<file path="src/rtl/hcirq_pkg.sv">
package hcirq_pkg;
  localparam int DATA_W   = 32;
  localparam int SRC_W    = 7;
  localparam int BIT_SO   = 0;
  localparam int BIT_WDH  = 1;
  localparam int BIT_SF   = 2;
  localparam int BIT_RD   = 3;
  localparam int BIT_FNO  = 5;
  localparam int BIT_RHSC = 6;
  localparam int BIT_MSTR = 31;
  localparam int CNT_LSB  = 16;
  localparam logic [SRC_W-1:0] SRC_KEEP = 7'b110_1111;

  localparam logic [7:0] OFF_CMDSTAT = 8'h08;
  localparam logic [7:0] OFF_STATUS  = 8'h0C;
  localparam logic [7:0] OFF_IEN_SET = 8'h10;
  localparam logic [7:0] OFF_IEN_CLR = 8'h14;

  function automatic logic irq_eval(input logic [SRC_W-1:0] flags,
                                    input logic [SRC_W-1:0] en,
                                    input logic master);
    return master && ((flags & en) != '0);
  endfunction

  function automatic logic [SRC_W-1:0] apply_set_clr(input logic [SRC_W-1:0] cur,
                                                     input logic [SRC_W-1:0] setv,
                                                     input logic [SRC_W-1:0] clrv);
    return (cur & ~clrv) | setv;
  endfunction
endpackage

</file>
<file path="src/rtl/hcirq_enable.sv">
module hcirq_enable
  import hcirq_pkg::*;
#(
  parameter int W = SRC_W,
  parameter logic [W-1:0] KEEP = SRC_KEEP
) (
  input  logic         clk,
  input  logic         rst_n,
  input  logic         set_we,
  input  logic         clr_we,
  input  logic [W-1:0] wbits,
  input  logic         wmaster,
  output logic [W-1:0] en_o,
  output logic         master_o
);
  logic [W-1:0] en_q;
  logic         master_q;
  logic [W-1:0] set_v, clr_v;

  assign set_v = set_we ? (wbits & KEEP) : '0;
  assign clr_v = clr_we ? (wbits & KEEP) : '0;

  always_ff @(posedge clk) begin
    if (!rst_n) begin
      en_q     <= '0;
      master_q <= 1'b0;
    end else begin
      en_q <= apply_set_clr(en_q, set_v, clr_v);
      if (set_we && wmaster)      master_q <= 1'b1;
      else if (clr_we && wmaster) master_q <= 1'b0;
    end
  end

  assign en_o     = en_q;
  assign master_o = master_q;

  AST_EN_SET_TAKES: assert property (@(posedge clk) disable iff (!rst_n)
    set_we |=> ((en_q & $past(wbits & KEEP)) == $past(wbits & KEEP)));
  AST_EN_CLR_TAKES: assert property (@(posedge clk) disable iff (!rst_n)
    clr_we |=> ((en_q & $past(wbits)) == '0));
  AST_EN_IDLE_HOLD: assert property (@(posedge clk) disable iff (!rst_n)
    (!set_we && !clr_we) |=> ($stable(en_q) && $stable(master_q)));
  AST_EN_UNUSED_ZERO: assert property (@(posedge clk) disable iff (!rst_n)
    ((en_q & ~KEEP) == '0));
endmodule

</file>
<file path="src/rtl/hcirq_status.sv">
module hcirq_status
  import hcirq_pkg::*;
#(
  parameter int W = SRC_W,
  parameter logic [W-1:0] KEEP = SRC_KEEP
) (
  input  logic         clk,
  input  logic         rst_n,
  input  logic [W-1:0] hw_set,
  input  logic         clr_we,
  input  logic [W-1:0] wbits,
  output logic [W-1:0] flags_o
);
  logic [W-1:0] flags_q;
  logic [W-1:0] clr_v, set_v;

  assign clr_v = clr_we ? (wbits & KEEP) : '0;
  assign set_v = hw_set & KEEP;

  always_ff @(posedge clk) begin
    if (!rst_n) flags_q <= '0;
    else        flags_q <= apply_set_clr(flags_q, set_v, clr_v);
  end

  assign flags_o = flags_q;

  AST_SET_WINS: assert property (@(posedge clk) disable iff (!rst_n)
    (hw_set != '0) |=> ((flags_q & $past(set_v)) == $past(set_v)));
  AST_CLR_ONLY_ONES: assert property (@(posedge clk) disable iff (!rst_n)
    (clr_we && hw_set == '0) |=> (flags_q == ($past(flags_q) & ~$past(wbits & KEEP))));
endmodule

</file>
<file path="src/rtl/hcirq_ovr_ctr.sv">
module hcirq_ovr_ctr #(
  parameter int CNT_W = 2
) (
  input  logic             clk,
  input  logic             rst_n,
  input  logic             inc,
  output logic [CNT_W-1:0] cnt_o
);
  logic [CNT_W-1:0] cnt_q;

  always_ff @(posedge clk) begin
    if (!rst_n)   cnt_q <= '0;
    else if (inc) cnt_q <= cnt_q + 1'b1;
  end

  assign cnt_o = cnt_q;

  AST_CNT_STEP: assert property (@(posedge clk) disable iff (!rst_n)
    inc |=> (cnt_q == CNT_W'($past(cnt_q) + 1)));
  AST_CNT_HOLD: assert property (@(posedge clk) disable iff (!rst_n)
    !inc |=> $stable(cnt_q));
endmodule

</file>
<file path="src/rtl/hcirq_ctrl.sv">
module hcirq_ctrl
  import hcirq_pkg::*;
#(
  parameter int ADDR_W = 8,
  parameter int CNT_W  = 2
) (
  input  logic              clk,
  input  logic              rst_n,
  input  logic [ADDR_W-1:0] reg_addr,
  input  logic              reg_wr,
  input  logic [DATA_W-1:0] reg_wdata,
  output logic [DATA_W-1:0] reg_rdata,
  input  logic              ev_sched_ovr,
  input  logic              ev_sof,
  input  logic              ev_resume,
  input  logic              ev_rh_change,
  input  logic              frame_msb,
  input  logic              wb_req,
  output logic              wb_done,
  output logic              irq_out
);
  localparam logic [ADDR_W-1:0] A_CMD = ADDR_W'(OFF_CMDSTAT);
  localparam logic [ADDR_W-1:0] A_STS = ADDR_W'(OFF_STATUS);
  localparam logic [ADDR_W-1:0] A_SET = ADDR_W'(OFF_IEN_SET);
  localparam logic [ADDR_W-1:0] A_CLR = ADDR_W'(OFF_IEN_CLR);

  logic             sel_sts, sel_set, sel_clr, sel_cmd;
  logic             sts_we, set_we, clr_we;
  logic [SRC_W-1:0] hw_set, flags, en;
  logic             master;
  logic [CNT_W-1:0] ovr_cnt;
  logic             msb_q, fno_evt, wb_fire;
  logic             unused_wdata;

  assign sel_sts = (reg_addr == A_STS);
  assign sel_set = (reg_addr == A_SET);
  assign sel_clr = (reg_addr == A_CLR);
  assign sel_cmd = (reg_addr == A_CMD);
  assign sts_we  = reg_wr && sel_sts;
  assign set_we  = reg_wr && sel_set;
  assign clr_we  = reg_wr && sel_clr;
  assign unused_wdata = ^reg_wdata[BIT_MSTR-1:SRC_W];

  always_ff @(posedge clk) begin
    if (!rst_n) msb_q <= 1'b0;
    else        msb_q <= frame_msb;
  end
  assign fno_evt = (frame_msb != msb_q);
  assign wb_fire = wb_req && !flags[BIT_WDH];

  always_comb begin
    hw_set           = '0;
    hw_set[BIT_SO]   = ev_sched_ovr;
    hw_set[BIT_WDH]  = wb_fire;
    hw_set[BIT_SF]   = ev_sof;
    hw_set[BIT_RD]   = ev_resume;
    hw_set[BIT_FNO]  = fno_evt;
    hw_set[BIT_RHSC] = ev_rh_change;
  end

  hcirq_status #(.W(SRC_W), .KEEP(SRC_KEEP)) u_status (
    .clk(clk), .rst_n(rst_n), .hw_set(hw_set), .clr_we(sts_we),
    .wbits(reg_wdata[SRC_W-1:0]), .flags_o(flags));

  hcirq_enable #(.W(SRC_W), .KEEP(SRC_KEEP)) u_enable (
    .clk(clk), .rst_n(rst_n), .set_we(set_we), .clr_we(clr_we),
    .wbits(reg_wdata[SRC_W-1:0]), .wmaster(reg_wdata[BIT_MSTR]),
    .en_o(en), .master_o(master));

  hcirq_ovr_ctr #(.CNT_W(CNT_W)) u_ovr (
    .clk(clk), .rst_n(rst_n), .inc(ev_sched_ovr), .cnt_o(ovr_cnt));

  always_comb begin
    reg_rdata = '0;
    if (sel_sts)              reg_rdata = DATA_W'(flags);
    else if (sel_set || sel_clr) begin
      reg_rdata           = DATA_W'(en);
      reg_rdata[BIT_MSTR] = master;
    end else if (sel_cmd)     reg_rdata = DATA_W'(ovr_cnt) << CNT_LSB;
  end

  assign wb_done = wb_fire;
  assign irq_out = irq_eval(flags, en, master);

  AST_IRQ_NEEDS_MASTER: assert property (@(posedge clk) disable iff (!rst_n)
    irq_out |-> master);
  AST_IRQ_NEEDS_CAUSE: assert property (@(posedge clk) disable iff (!rst_n)
    irq_out |-> ((flags & en) != '0));
  AST_WB_LATCHES_FLAG: assert property (@(posedge clk) disable iff (!rst_n)
    wb_done |=> flags[BIT_WDH]);
  AST_WB_HELD_OFF: assert property (@(posedge clk) disable iff (!rst_n)
    (wb_done && !sts_we) |=> !wb_done);
  AST_FNO_EDGE: assert property (@(posedge clk) disable iff (!rst_n)
    (frame_msb != $past(frame_msb)) |=> flags[BIT_FNO]);
  AST_EVT_SETS: assert property (@(posedge clk) disable iff (!rst_n)
    ev_sof |=> flags[BIT_SF]);
endmodule

</file>
<file path="config.mk">
export PLATFORM = sky130hd
export DESIGN_NAME = hcirq_ctrl
export DESIGN_NICKNAME = d
export VERILOG_FILES = /design/src/rtl/hcirq_pkg.sv /design/src/rtl/hcirq_enable.sv /design/src/rtl/hcirq_status.sv /design/src/rtl/hcirq_ovr_ctr.sv /design/src/rtl/hcirq_ctrl.sv
export SDC_FILE = /design/constraint.sdc
export NUM_CORES = 1
export LEC_CHECK = 0
export CAP_MARGIN = 20
export CELL_PAD_IN_SITES_DETAIL_PLACEMENT = 1
export CELL_PAD_IN_SITES_GLOBAL_PLACEMENT = 1
export CORE_MARGIN = 5
export CORE_UTILIZATION = 24
export CTS_CLUSTER_DIAMETER = 150
export DETAILED_ROUTE_END_ITERATION = 16
export PLACE_DENSITY_LB_ADDON = 0.1
export SYNTH_ARGS = -nofsm -noshare
export SYNTH_HDL_FRONTEND = slang
export SYNTH_SLANG_ARGS = --single-unit
</file>
<file path="constraint.sdc">
create_clock -name clk -period 2.34 [get_ports clk]
set_input_delay 0.468 -clock clk [delete_from_list [all_inputs] [get_ports clk]]
set_output_delay 0.468 -clock clk [all_outputs]
set_load 0.01 [all_outputs]
</file>
==> parameters.txt, run 1 <==
Parameter                              Value

Global routing
  Total routing resource utilization after global routing ... 11.5%
  Total congestion overflow ... 0
  Pin count of the biggest net entering global routing ... 11
  Global-route wire length before repair ... between 5000 and 6000 µm
  Number of global-route vias before repair ... 1103
  Initial antenna violation count ... 0

Floorplan
  Core box area ... 4380 µm²
  Die width ... 77.4 µm
  Number of top-level design ports ... 83
  Rows ... 24
  Overall die height ... ~77 µm
  Initial core utilization ... between 20% and 30%
  Area enclosed by the die boundary ... 5990 µm²

Timing
  Worst-case clock skew ... about 0.13 ps
  Hold Violations, Final ... 0
  Final period util ... 96.5%
  Finish-stage setup viols ... 0
  Summed negative setup slack over all endpoints ... 0 ps
  Period minus WS final ... around 2300 ps
  Top achievable clock speed ... roughly 440 MHz
  Smallest setup slack after layout ... approximately 83 ps
  Final Max Tran Viols ... 0

Synth
  Syn_area_per_cell ... just over 8 µm²
  Most frequent cell after synthesis ... buf_4
  Sequential element share of the synthesized area ... 29.4%
  Post-synth top cells ... 24 x buf_4, 16 x dfxtp_1, 13 x nand4_1, 9 x nand2_1
  Flop and latch count out of synthesis ... 16
  Top-area cell type share of the netlist area ... 29.4%
  FFs w/ async S/R, synth ... 0%
  Number of enable-type register cells in the synthesized netlist ... 0
  Number of distinct library cell variants in the gate-level netlist after synthesis ... 31
  Top_reg_cell synth ... dfxtp_1
  Post-Syn Instances ... between 100 and 150
  Top area cells in the synthesized netlist ... dfxtp_1 29%, buf_4 17%, nand4_1 7.5%, mux2i_1 6.4%, buf_6 4.1%
  Cell taking the most area after synthesis ... dfxtp_1
  Number of synthesis warnings ... 0
  Netlist Area Pre-Place ... 1090 µm²

Clock network
  Cell chosen for the clock root ... clkbuf_8
  Skew-Pair Late Insertion Delay ... 250 ps
  TritonCTS buffer count ... 3
  Total clock sinks ... 16
  Number of buffers on the longest clock path ... 2
  CTS tree ... yes
  H-tree levels ... 1
  Number of hold buffers added after cts ... 0
  Reg clk slew, reported paths ... 70 ps

Hold path
  Worst min-delay path category ... reg2reg
  Cell depth of the worst hold path ... 2
  Launch point of the worst hold path ... u_enable.master_o
  End of the worst hold path ... u_enable.master_o

Worst setup path
  Kind of start point of the critical path ... input pin
  FF-to-FF Start ... u_ovr.cnt_o[0]
  Data arrival time of the critical path ... 1790 ps
  Kind of critical path ... in2out
  Crit path max fanout ... 8
  Nature of the critical path endpoint ... output pin
  Slack of the worst reg-to-reg path ... roughly 1500 ps
  Depth of the most critical reg-to-reg path ... 3
  Data required time of the critical path ... 1870 ps
  Destination of the worst register-to-register timing path ... u_ovr.cnt_o[1]

Power
  Cell area power density ... between 400 and 500 nW/µm²
  Worst VDD drop ... ~0.27 mV
  Leakage Power ... 0.000664 µW
  Proportion of total power due to net switching ... 26.3%
  P_sw ... 179 µW
  Clock network power share ... 36.9%
  Register share of total power ... 43.2%
  Power after layout ... 682 µW
  Internal Dissipation ... ~500 µW
  Fraction of power consumed by combinational cells ... 19.9%

Detailed routing
  Uppermost layer routed ... met4
  Total Wirelength ... 3370 µm
  Average detailed-routed wire length per instance ... between 10 and 15 µm
  Wire length the detailed router placed on met1 ... 1370 µm
  Count of TritonRoute iterations in the first routing pass ... 4
  Iteration-0 DRC Markers ... 38
  DRC errors left ... 0
  Vias post-DR ... 1031
  Met2 wirelength from detailed routing ... ~1800 µm
  Length of routed met3 wiring ... 168 µm
  DR vias/cell ... about 4.5
  Count of nets left with antenna violations after detail routing ... 0

Placed design
  Final weighted congestion in routability-driven placement ... just over 0.8
  Buffers added on ports ... 34
  Worst Setup Slack post-DPL ... -362 ps
  Hpwl dp ... 2680 µm
  Total instance count after detailed placement ... 221

Layout
  Number of antenna cells inserted ... 0
  Fraction of final layout cells sized beyond drive strength 1 ... between 10% and 20%
  Final-stage net count ... 225
  Final cell count without fillers ... around 230
  Util after Layout ... 34.0%
  Post-synthesis to final-layout area growth ... 36.6%

Run
  Max Cap Viol ... 0

Outcome
  Status ... complete, no violations
==> final cells by class <==
cell class | instances | area [µm²]
fill | 541 | 2900
inverter | 6 | 22.5
timing repair buffer | 48 | 427
tap | 52 | 65.1
sequential | 16 | 320
multi-input combinational | 101 | 599
clock buffer | 4 | 55.1
==> power by group through the flow <==
stage	Sequential, µW	Clock (µW)	Combinational [µW]
2_1_floorplan	297	0	91.1
3_3_place_gp	300	0	129
5_1_grt	296	276	149
6_report	295	251	135
4_1_cts	295	266	134
3_5_place_dp	301	0	131
==> worst max path at each step <==
stage,from,end,slack (ps),depth (start not counted)
CTS,reg_addr[5],reg_rdata[6],1,8
finish,reg_addr[5],reg_rdata[6],80,8
detailed placement,reg_addr[7],reg_rdata[3],-360,6
global placement,reg_addr[7],reg_rdata[3],-340,6
floorplan,reg_addr[7],reg_rdata[16],620,4
global route,reg_addr[3],reg_rdata[16],-0.5,5
==> sequential cells by signal (all words and copies together), names as in the netlist <==
| signal | cells |
|---|---|
| msb_q | 1 |
| u_enable.en_o | 6 |
| u_enable.master_o | 1 |
| u_ovr.cnt_o | 2 |
| u_status.flags_o | 6 |
==> routing by layer <==
metal	vias up	track usage, %
li1	504	-
met1	497	13.5
met2	28	20.2
met3	2	2.31
met4	0	4.64
met5	-	0
==> placed cells by master (no fill, tap or decap), types with 7 or more instances in the layout <==
master	synthesis	layout
conb_1	1	23
clkdlybuf4s50_1	0	23
dfxtp_1	16	16
nand4_1	13	13
buf_4	24	11
nand2_1	9	9
nand3_1	7	7
mux2i_1	7	7
buf_2	0	7
==> critical path: stages <==
cell and delay (ps):
clkdlybuf4s50_1 440, nor3_4 160, buf_6 130, buf_6 120, buf_4 110, nand3_1 70, a21oi_1 150, buf_2 150
==> per-stage QoR <==
stage / hold slack, ps / area, µm²
floorplan: 438 / 1170
global placement: 453 / 1430
finish: 481 / 1490
global route: 499 / 1490
CTS: 484 / 1470
detailed placement: 474 / 1430
==> kinds of logic (layout without fill, tap and decap cells) <==
family                    count (synthesis)  count (layout)  share of synthesized area [%]
AOI/OAI and AO/OA                        22              22                           11.5
xor gates and xnor gates                  3               3                           2.41
buffers and inverters                    38              58                           24.2
DFF                                      16              16                           29.4
muxes                                     7               7                           6.43
other                                     1              23                          0.344
and+or+nand+nor                          46              46                           25.7
==> repair_timing <==
action,in CTS,in global routing
endpoints found under the setup margin,9,8
hold endpoints to repair,0,0
pin swaps,4,3
resized for setup,38,3
buffers inserted,1,1
Power figures use the tool's default switching activity.
==> run 2, diff against run 1 <==
--- a/config.mk
+++ b/config.mk
@@ -5,6 +5,7 @@
 export SDC_FILE = /design/constraint.sdc
 export NUM_CORES = 1
 export LEC_CHECK = 0
+export ABC_CLOCK_PERIOD_IN_PS = 2340
 export CAP_MARGIN = 20
 export CELL_PAD_IN_SITES_DETAIL_PLACEMENT = 1
 export CELL_PAD_IN_SITES_GLOBAL_PLACEMENT = 1
==> results of run 2 <==
Same layout as run 1: the final DEF is identical, and so are final timing and power.
